<file path="src/rtl/atpm_pkg.sv">
package atpm_pkg;

    localparam int NUM_HIST = 6;
    localparam int NUM_BINS = 8;
    localparam int BIN_W    = 3;
    localparam int HSEL_W   = 3;

    typedef enum logic [HSEL_W-1:0] {
        H_RD_INIT = 3'd0,
        H_RD_WAIT = 3'd1,
        H_WR_INIT = 3'd2,
        H_WR_WAIT = 3'd3,
        H_RD_GAP  = 3'd4,
        H_WR_GAP  = 3'd5
    } hist_e;

    typedef struct packed {
        logic             vld;
        logic [BIN_W-1:0] bin;
    } sample_t;

    // Scale by the bin width, then clamp into the last bin.
    function automatic logic [BIN_W-1:0] bin_of(input logic [31:0] value,
                                                input logic [2:0]  shift);
        logic [31:0] scaled;
        scaled = value >> shift;
        if (scaled >= 32'(NUM_BINS - 1))
            return BIN_W'(NUM_BINS - 1);
        return scaled[BIN_W-1:0];
    endfunction

endpackage

</file>
<file path="src/rtl/atpm_tsfifo.sv">
module atpm_tsfifo #(
    parameter int DEPTH = 4,
    parameter int W     = 18
) (
    input  logic         clk,
    input  logic         rst,
    input  logic         clr,
    input  logic         push,
    input  logic         pop,
    input  logic [W-1:0] din,
    output logic         full,
    output logic         empty,
    output logic [W-1:0] head
);
    localparam int PTR_W = (DEPTH > 1) ? $clog2(DEPTH) : 1;
    localparam int OCC_W = $clog2(DEPTH + 1);

    logic [W-1:0]     mem [DEPTH];
    logic [PTR_W-1:0] wp, rp;
    logic [OCC_W-1:0] occ;

    function automatic logic [PTR_W-1:0] nxt(input logic [PTR_W-1:0] p);
        return (p == PTR_W'(DEPTH - 1)) ? '0 : p + 1'b1;
    endfunction

    always_ff @(posedge clk) begin
        if (rst || clr) begin
            wp  <= '0;
            rp  <= '0;
            occ <= '0;
        end else begin
            if (push) wp <= nxt(wp);
            if (pop)  rp <= nxt(rp);
            case ({push, pop})
                2'b10:   occ <= occ + 1'b1;
                2'b01:   occ <= occ - 1'b1;
                default: ;
            endcase
        end
    end

    always_ff @(posedge clk) begin
        if (push) mem[wp] <= din;
    end

    assign full  = (occ == OCC_W'(DEPTH));
    assign empty = (occ == '0);
    assign head  = mem[rp];


    occ_bound_chk: assert property (@(posedge clk) disable iff (rst)
        occ <= OCC_W'(DEPTH));

    no_push_full_chk: assert property (@(posedge clk) disable iff (rst)
        push |-> !full);

    no_pop_empty_chk: assert property (@(posedge clk) disable iff (rst)
        pop |-> !empty);

endmodule

</file>
<file path="src/rtl/atpm_chan.sv">
module atpm_chan #(
    parameter int NF      = 2,
    parameter int ID_W    = 4,
    parameter int MATCH_W = 8,
    parameter int TS_W    = 16,
    parameter int DEPTH   = 4
) (
    input  logic                         clk,
    input  logic                         rst,
    input  logic                         clr,
    input  logic [TS_W-1:0]              now,
    input  logic [NF-1:0]                cfg_len_mode,
    input  logic [NF-1:0][MATCH_W-1:0]   cfg_val,
    input  logic                         a_valid,
    input  logic                         a_ready,
    input  logic [ID_W-1:0]              a_id,
    input  logic [7:0]                   a_len,
    input  logic                         d_valid,
    input  logic                         d_ready,
    input  logic                         d_last,
    output logic                         init_vld,
    output logic [TS_W-1:0]              init_val,
    output logic                         beat_vld,
    output logic [TS_W-1:0]              wait_val,
    output logic [NF-1:0]                beat_mask,
    output logic [NF-1:0]                gap_vld,
    output logic [NF-1:0][TS_W-1:0]      gap_val,
    output logic                         ovf
);
    localparam int EW = TS_W + NF;

    logic          a_hs, d_hs, tracked;
    logic [NF-1:0] a_mask;
    logic          q_full, q_empty, q_push, q_pop;
    logic [EW-1:0] q_head;
    logic [TS_W-1:0] head_ts;
    logic          in_burst;
    logic [TS_W-1:0] wcnt;
    logic [NF-1:0][TS_W-1:0] last_ts;
    logic [NF-1:0] last_vld;

    assign a_hs = a_valid && a_ready;
    assign d_hs = d_valid && d_ready;

    for (genvar f = 0; f < NF; f++) begin : g_match
        assign a_mask[f] = cfg_len_mode[f] ? (MATCH_W'(a_len) == cfg_val[f])
                                           : (MATCH_W'(a_id)  == cfg_val[f]);
    end

    assign q_push  = a_hs && !q_full;
    assign tracked = d_hs && !q_empty;
    assign q_pop   = tracked && d_last;

    atpm_tsfifo #(.DEPTH(DEPTH), .W(EW)) u_q (
        .clk   (clk),
        .rst   (rst),
        .clr   (clr),
        .push  (q_push),
        .pop   (q_pop),
        .din   ({now, a_mask}),
        .full  (q_full),
        .empty (q_empty),
        .head  (q_head)
    );

    assign head_ts   = q_head[EW-1:NF];
    assign beat_mask = q_head[NF-1:0];
    assign beat_vld  = tracked;
    assign init_vld  = tracked && !in_burst;
    assign init_val  = now - head_ts;
    assign wait_val  = wcnt;

    always_ff @(posedge clk) begin
        if (rst || clr)   in_burst <= 1'b0;
        else if (tracked) in_burst <= !d_last;
    end

    always_ff @(posedge clk) begin
        if (rst || clr)                wcnt <= '0;
        else if (d_hs)                 wcnt <= '0;
        else if (d_valid && !(&wcnt))  wcnt <= wcnt + 1'b1;
    end

    always_ff @(posedge clk) begin
        if (rst || clr) begin
            last_ts  <= '0;
            last_vld <= '0;
        end else begin
            for (int f = 0; f < NF; f++) begin
                if (a_hs && a_mask[f]) begin
                    last_ts[f]  <= now;
                    last_vld[f] <= 1'b1;
                end
            end
        end
    end

    always_comb begin
        for (int f = 0; f < NF; f++) begin
            gap_vld[f] = a_hs && a_mask[f] && last_vld[f];
            gap_val[f] = now - last_ts[f];
        end
    end

    always_ff @(posedge clk) begin
        if (rst || clr)           ovf <= 1'b0;
        else if (a_hs && q_full)  ovf <= 1'b1;
    end


    burst_has_entry_chk: assert property (@(posedge clk) disable iff (rst)
        in_burst |-> !q_empty);

    ovf_sticky_chk: assert property (@(posedge clk) disable iff (rst)
        (ovf && !clr) |=> ovf);

    wait_zero_after_hs_chk: assert property (@(posedge clk) disable iff (rst)
        (d_hs && !clr) |=> (wcnt == '0 || wcnt == TS_W'(1)));

endmodule

</file>
<file path="src/rtl/atpm_hist.sv">
module atpm_hist
    import atpm_pkg::*;
#(
    parameter int CNT_W = 16
) (
    input  logic                             clk,
    input  logic                             rst,
    input  logic                             clr,
    input  sample_t                          smp,
    output logic [NUM_BINS-1:0][CNT_W-1:0]   counts
);
    localparam logic [CNT_W-1:0] CMAX = '1;

    always_ff @(posedge clk) begin
        if (rst || clr)
            counts <= '0;
        else if (smp.vld && counts[smp.bin] != CMAX)
            counts[smp.bin] <= counts[smp.bin] + 1'b1;
    end

    for (genvar b = 0; b < NUM_BINS; b++) begin : g_chk

        sat_hold_chk: assert property (@(posedge clk) disable iff (rst)
            (counts[b] == CMAX && !clr) |=> counts[b] == CMAX);

        clr_zero_chk: assert property (@(posedge clk) disable iff (rst)
            clr |=> counts[b] == '0);

        step_one_chk: assert property (@(posedge clk) disable iff (rst)
            !clr |=> (counts[b] == $past(counts[b]) ||
                      counts[b] == $past(counts[b]) + 1'b1));
    end

endmodule

</file>
<file path="src/rtl/axi_traffic_profiler.sv">
module axi_traffic_profiler
    import atpm_pkg::*;
#(
    parameter int NF      = 2,
    parameter int ID_W    = 4,
    parameter int MATCH_W = 8,
    parameter int TS_W    = 16,
    parameter int DEPTH   = 4,
    parameter int CNT_W   = 16,
    parameter int FSEL_W  = (NF > 1) ? $clog2(NF) : 1
) (
    input  logic                       clk,
    input  logic                       rst,
    input  logic                       clr,
    input  logic [NF-1:0]              cfg_len_mode,
    input  logic [NF-1:0][MATCH_W-1:0] cfg_match_val,
    input  logic [2:0]                 cfg_bin_shift,
    input  logic                       arvalid,
    input  logic                       arready,
    input  logic [ID_W-1:0]            arid,
    input  logic [7:0]                 arlen,
    input  logic                       rvalid,
    input  logic                       rready,
    input  logic                       rlast,
    input  logic                       awvalid,
    input  logic                       awready,
    input  logic [ID_W-1:0]            awid,
    input  logic [7:0]                 awlen,
    input  logic                       wvalid,
    input  logic                       wready,
    input  logic                       wlast,
    input  logic [FSEL_W-1:0]          sel_flow,
    input  logic [HSEL_W-1:0]          sel_hist,
    input  logic [BIN_W-1:0]           sel_bin,
    output logic [CNT_W-1:0]           rd_count,
    output logic                       rd_ovf,
    output logic                       wr_ovf
);
    logic [TS_W-1:0] now;

    logic                    r_init_vld, r_beat_vld, w_init_vld, w_beat_vld;
    logic [TS_W-1:0]         r_init_val, r_wait_val, w_init_val, w_wait_val;
    logic [NF-1:0]           r_mask, w_mask, r_gap_vld, w_gap_vld;
    logic [NF-1:0][TS_W-1:0] r_gap_val, w_gap_val;

    logic [NF-1:0][NUM_HIST-1:0][NUM_BINS-1:0][CNT_W-1:0] cnt_all;
    logic [CNT_W-1:0] rd_next;

    always_ff @(posedge clk) begin
        if (rst || clr) now <= '0;
        else            now <= now + 1'b1;
    end

    atpm_chan #(.NF(NF), .ID_W(ID_W), .MATCH_W(MATCH_W), .TS_W(TS_W), .DEPTH(DEPTH)) u_rd (
        .clk(clk), .rst(rst), .clr(clr), .now(now),
        .cfg_len_mode(cfg_len_mode), .cfg_val(cfg_match_val),
        .a_valid(arvalid), .a_ready(arready), .a_id(arid), .a_len(arlen),
        .d_valid(rvalid), .d_ready(rready), .d_last(rlast),
        .init_vld(r_init_vld), .init_val(r_init_val),
        .beat_vld(r_beat_vld), .wait_val(r_wait_val), .beat_mask(r_mask),
        .gap_vld(r_gap_vld), .gap_val(r_gap_val), .ovf(rd_ovf)
    );

    atpm_chan #(.NF(NF), .ID_W(ID_W), .MATCH_W(MATCH_W), .TS_W(TS_W), .DEPTH(DEPTH)) u_wr (
        .clk(clk), .rst(rst), .clr(clr), .now(now),
        .cfg_len_mode(cfg_len_mode), .cfg_val(cfg_match_val),
        .a_valid(awvalid), .a_ready(awready), .a_id(awid), .a_len(awlen),
        .d_valid(wvalid), .d_ready(wready), .d_last(wlast),
        .init_vld(w_init_vld), .init_val(w_init_val),
        .beat_vld(w_beat_vld), .wait_val(w_wait_val), .beat_mask(w_mask),
        .gap_vld(w_gap_vld), .gap_val(w_gap_val), .ovf(wr_ovf)
    );

    for (genvar f = 0; f < NF; f++) begin : g_flow
        sample_t smp [NUM_HIST];

        always_comb begin
            smp[int'(H_RD_INIT)] = '{vld: r_init_vld && r_mask[f],
                                     bin: bin_of(32'(r_init_val), cfg_bin_shift)};
            smp[int'(H_RD_WAIT)] = '{vld: r_beat_vld && r_mask[f],
                                     bin: bin_of(32'(r_wait_val), cfg_bin_shift)};
            smp[int'(H_WR_INIT)] = '{vld: w_init_vld && w_mask[f],
                                     bin: bin_of(32'(w_init_val), cfg_bin_shift)};
            smp[int'(H_WR_WAIT)] = '{vld: w_beat_vld && w_mask[f],
                                     bin: bin_of(32'(w_wait_val), cfg_bin_shift)};
            smp[int'(H_RD_GAP)]  = '{vld: r_gap_vld[f],
                                     bin: bin_of(32'(r_gap_val[f]), cfg_bin_shift)};
            smp[int'(H_WR_GAP)]  = '{vld: w_gap_vld[f],
                                     bin: bin_of(32'(w_gap_val[f]), cfg_bin_shift)};
        end

        for (genvar h = 0; h < NUM_HIST; h++) begin : g_hist
            atpm_hist #(.CNT_W(CNT_W)) u_hist (
                .clk    (clk),
                .rst    (rst),
                .clr    (clr),
                .smp    (smp[h]),
                .counts (cnt_all[f][h])
            );
        end
    end

    always_comb begin
        rd_next = '0;
        for (int f = 0; f < NF; f++) begin
            for (int h = 0; h < NUM_HIST; h++) begin
                if (32'(sel_flow) == f && 32'(sel_hist) == h)
                    rd_next = cnt_all[f][h][sel_bin];
            end
        end
    end

    always_ff @(posedge clk) begin
        if (rst) rd_count <= '0;
        else     rd_count <= rd_next;
    end


    reset_state_chk: assert property (@(posedge clk)
        rst |=> (rd_count == '0 && !rd_ovf && !wr_ovf));

    empty_hist_read_chk: assert property (@(posedge clk) disable iff (rst)
        (sel_hist >= HSEL_W'(NUM_HIST)) |=> rd_count == '0);

endmodule

</file>
<file path="config.mk">
export PLATFORM = sky130hd
export DESIGN_NAME = axi_traffic_profiler
export DESIGN_NICKNAME = d
export VERILOG_FILES = /design/src/rtl/atpm_pkg.sv /design/src/rtl/atpm_tsfifo.sv /design/src/rtl/atpm_chan.sv /design/src/rtl/atpm_hist.sv /design/src/rtl/axi_traffic_profiler.sv
export SDC_FILE = /design/constraint.sdc
export NUM_CORES = 2
export LEC_CHECK = 0
export BUFFER_PORTS_ARGS = -buffer_cell sky130_fd_sc_hd__clkbuf_2
export CAP_MARGIN = 5
export CORE_AREA = 5 5 512 514
export CTS_BUF_LIST = sky130_fd_sc_hd__clkbuf_8
export DETAILED_ROUTE_END_ITERATION = 7
export DIE_AREA = 0 0 517 519
export SKIP_LAST_GASP = 1
export SYNTH_ARGS = -nofsm -noshare
export SYNTH_HDL_FRONTEND = slang
export SYNTH_SLANG_ARGS = --single-unit
</file>
<file path="constraint.sdc">
create_clock -name clk -period 10.9 [get_ports clk]
set_clock_uncertainty 0.2 [all_clocks]
set_input_delay 2.18 -clock clk [delete_from_list [all_inputs] [get_ports clk]]
set_output_delay 2.18 -clock clk [all_outputs]
set_load 0.005 [all_outputs]
</file>
==> run_results.csv <==
group,metric,value,unit
floorplan,die-width,517,um
floorplan,num_io_pins,83,
worst_setup_path,cp.arrival,10350,ps
worst_setup_path,cp_slowest_stage_delay,1160,ps
clocking,ctsRootBufferMaster,"clkbuf_8",
clocking,clock_latency,1120,ps
logic_synthesis,syn_inst,11298,
detailed_routing,vias,92877,
detailed_routing,routed_wl,378000,um
timing,rsz0062_at_grt,"false",
outcome,status,"finished clean",
layout,final_cells,14811,
timing,tns,0,ps
placement,hpwl,251000,um
floorplan,die-area,268000,sq um
timing,slew_headroom,0.0554,
worst_setup_path,critPathMaxFanout,26,
clocking,clock-sinks,1834,
detailed_routing,drt_pass1_iterations,7,
logic_synthesis,synth-edff-count,144,
logic_synthesis,ys_warn_count,0,
timing,setup_viol_count_final,0,
logic_synthesis,yosysUniqueCellTypes,107,
global_routing,gr-total-overflow,0,
clocking,clkTransAtPathRegs,60,ps
pwr,p_leak,0.0390,uW
timing,max_freq,104,MHz
floorplan,fp.dieH,519,um
floorplan,start_util,0.399,
clocking,cts_resized,0,
timing,final_max_slew_viol_count,0,
floorplan,core_area,256000,sq um
detailed_routing,highest_layer,"met5",
pwr,p_per_area,134,nW/um^2
global_routing,grt_max_degree,204,
logic_synthesis,ys_ff_latch,1834,
worst_setup_path,required,11650,ps
logic_synthesis,async_flop_share,0,
detailed_routing,wl_met3,39900,um
detailed_routing,wl_met1,155000,um
worst_setup_path,startpoint_type,"register",
placement,gp_congestion,0.962,
worst_setup_path,critical_path_class,"register to register",
clocking,ctsHtreeMaxLevel,5,
worst_setup_path,crit_slowest_cell,"a2111oi_4",
detailed_routing,ant_nets,0,
layout,layout-drive-gt1-share,0.138,
worst_setup_path,cp-end-kind,"register",
clocking,cts.path.max_buffers,4,
logic_synthesis,synth_nets,11488,
placement,dpl.cell_count,14198,
timing,hold_violations,0,
clocking,cts_buffers,343,
timing,worstMarginPinSlew,1410,ps
logic_synthesis,synth.avg_cell_area,9.06,sq um
layout,fill_cells,24564,
detailed_routing,viasPerCell,6.27,
placement,portBuffers,82,
global_routing,grtUsageTotal,0.269,
clocking,cts_tree,"done",
detailed_routing,drtIter0Drc,11241,
detailed_routing,route.detailed.drc,0,
layout,fin_nets,11350,
layout,areaGrowthSynthToFinish,11.0,%
clocking,post_cts_buffers,0,
global_routing,antenna_found_initial,18,
timing,finalCritPeriodShare,0.880,
worst_setup_path,path_cells,"mux4_2, inv_1, ha_1, nand2_1, nor3_1, a21boi_0, nor4_1, a211oi_1, o2111ai_2, a2111oi_4, buf_12, o2bb2ai_1, nor4_1, and4bb_1, nand4b_1, nor4_4, or3_1, nand2_1, a21oi_1",
clocking,postCtsHoldBufs,0,
floorplan,num_rows,186,
worst_setup_path,crit_buf_inv,2,
pwr,totalPowerFinal,15200,uW
logic_synthesis,syn_area,102000,sq um
logic_synthesis,ys.flop_type,"dfxtp_1",
worst_hold_path,min_path_type,"register to register",
timing,timing.final.crit_period,9590,ps
global_routing,first_global_vias,89679,
global_routing,grt_pass1_wl,566000,um
worst_setup_path,crit_family,"simple AND/OR/NAND/NOR gates",
detailed_routing,wl_per_cell,25.5,um
job,cap_viol_max_count,0,
pwr,ir_worst_vdd,0.151,mV
detailed_routing,dr_wl_met2,163000,um
logic_synthesis,seq_area_frac_synth,0.373,
==> metal layers <==
metal  track usage  up-vias
met5             0        -
met1         0.362    45209
met3        0.0696     1049
li1              -    41480
met2         0.400     5133
met4         0.136        6
==> final timing paths <==
path | start | end | slack (ps) | cells after the start
worst max-delay path | register | g_flow[1].g_hist[2].u_hist.counts[8] | 1310 | 19
worst min register to register | u_wr.last_ts[27] | u_wr.last_ts[27] | 250 | 2
worst min-delay path | u_wr.last_ts[27] | u_wr.last_ts[27] | 250 | 2
worst max register to register | register | g_flow[1].g_hist[2].u_hist.counts[8] | 1310 | 19
==> sequential cells by signal, summed over array words and instances (netlist names), 16 cells and up, named ones only <==
signal                       count
g_flow.g_hist.u_hist.counts   1536
u_rd.u_q.mem                    72
u_wr.u_q.mem                    72
u_rd.last_ts                    32
u_wr.last_ts                    32
now                             16
rd_count                        16
u_rd.wait_val                   16
u_wr.wait_val                   16
==> stage by stage <==
step	worst slack, ps	instance area, sq um	utilization	hold WS, ps
5_1_grt	879	114000	0.443	273
3_5_place_dp	1340	107000	0.416	247
2_1_floorplan	2640	102000	-	232
4_1_cts	1520	113000	0.442	256
6_report	1310	114000	0.443	255
3_3_place_gp	1370	107000	0.416	241
==> cells in the mapped netlist, types with 36 or more instances <==
library cell,count,area share
o21ai_0,482,0.024
a22oi_1,145,0.011
a21oi_1,642,0.031
or2_2,48,0.0029
o221ai_1,58,0.0050
xnor2_1,123,0.011
a211oi_1,235,0.017
a31oi_1,75,0.0046
dfxtp_1,1690,0.33
o31ai_1,43,0.0032
mux2i_1,1190,0.12
nor4_1,85,0.0052
and3_1,81,0.0050
nor3_1,259,0.013
nor2_1,1507,0.055
mux2_2,46,0.0051
nor2b_1,47,0.0029
edfxtp_1,144,0.042
xor2_1,137,0.012
mux4_2,440,0.097
and2_1,41,0.0025
buf_2,120,0.0059
ha_1,117,0.014
or4_1,36,0.0026
buf_1,99,0.0036
nand2_1,999,0.037
inv_1,219,0.0080
clkbuf_1,620,0.023
or3_1,104,0.0064
a21o_1,60,0.0044
o22ai_1,180,0.011
nand3_1,387,0.019
nand4_1,112,0.0068
o211ai_1,45,0.0033
==> tightest hold or removal path, cell delays in order (launching register included) <==
cell,delay (ps)
dfxtp_1,310
nand2_1,50
a21oi_1,50
==> placed cells by master (no fill, tap or decap), types with 33 or more instances in the layout <==
master    netlist  layout
o31ai_1        43      43
mux2_2         46      46
o211ai_1       45      45
a21oi_1       642     638
a22oi_1       145     145
a221oi_1       35      35
a211oi_1      235     234
dfxtp_1      1690    1690
nor3_2          1      42
o21ai_0       482     480
clkbuf_8        0     427
o22ai_1       180     180
nand4_1       112     112
or3_1         104     104
nor2b_1        47      46
o221ai_1       58      58
or4_1          36      36
edfxtp_1      144     144
a31oi_1        75      75
xnor2_1       123     123
and2_1         41      41
clkinv_2        0      33
mux4_2        440     440
a21o_1         60      60
and3_1         81      81
a211o_1        33      33
nand3_1       387     385
nor2_1       1507    1486
nor4_1         85      68
ha_1          117     117
or2_2          48      47
a222oi_1       34      34
nor3_1        259     215
clkbuf_2        0      77
nand2_1       999     998
nand2b_1       34      34
mux2i_1      1190    1190
buf_4          21     291
inv_1         219     314
xor2_1        137     137
==> layout make-up <==
cell class	count	area (sq um)	area share
diodes	25	62.6	0.000551
clock buffers	427	5880	0.0518
clock inverters	160	1000	0.00884
inverters	225	845	0.00744
multi-input cells	8367	60400	0.532
flip-flops and latches	1834	38200	0.336
well taps	3384	4230	0.0373
repair buffers	389	2960	0.0261
==> cell families after synthesis <==
group	share of synthesized area
adders and majority gates	0.0159
muxes	0.218
DFF	0.373
AOI/OAI and AO/OA	0.157
and+or+nand+nor	0.170
xor gates and xnor gates	0.0224
buffers and inverters	0.0434
==> report_power, final <==
part	switching [uW]	internal (uW)	leakage, uW
sequential	5.56	6790	0.0149
clock	3060	3770	0.00390
combinational	1100	430	0.0202
Note: power is estimated with default switching activity, not from simulation.
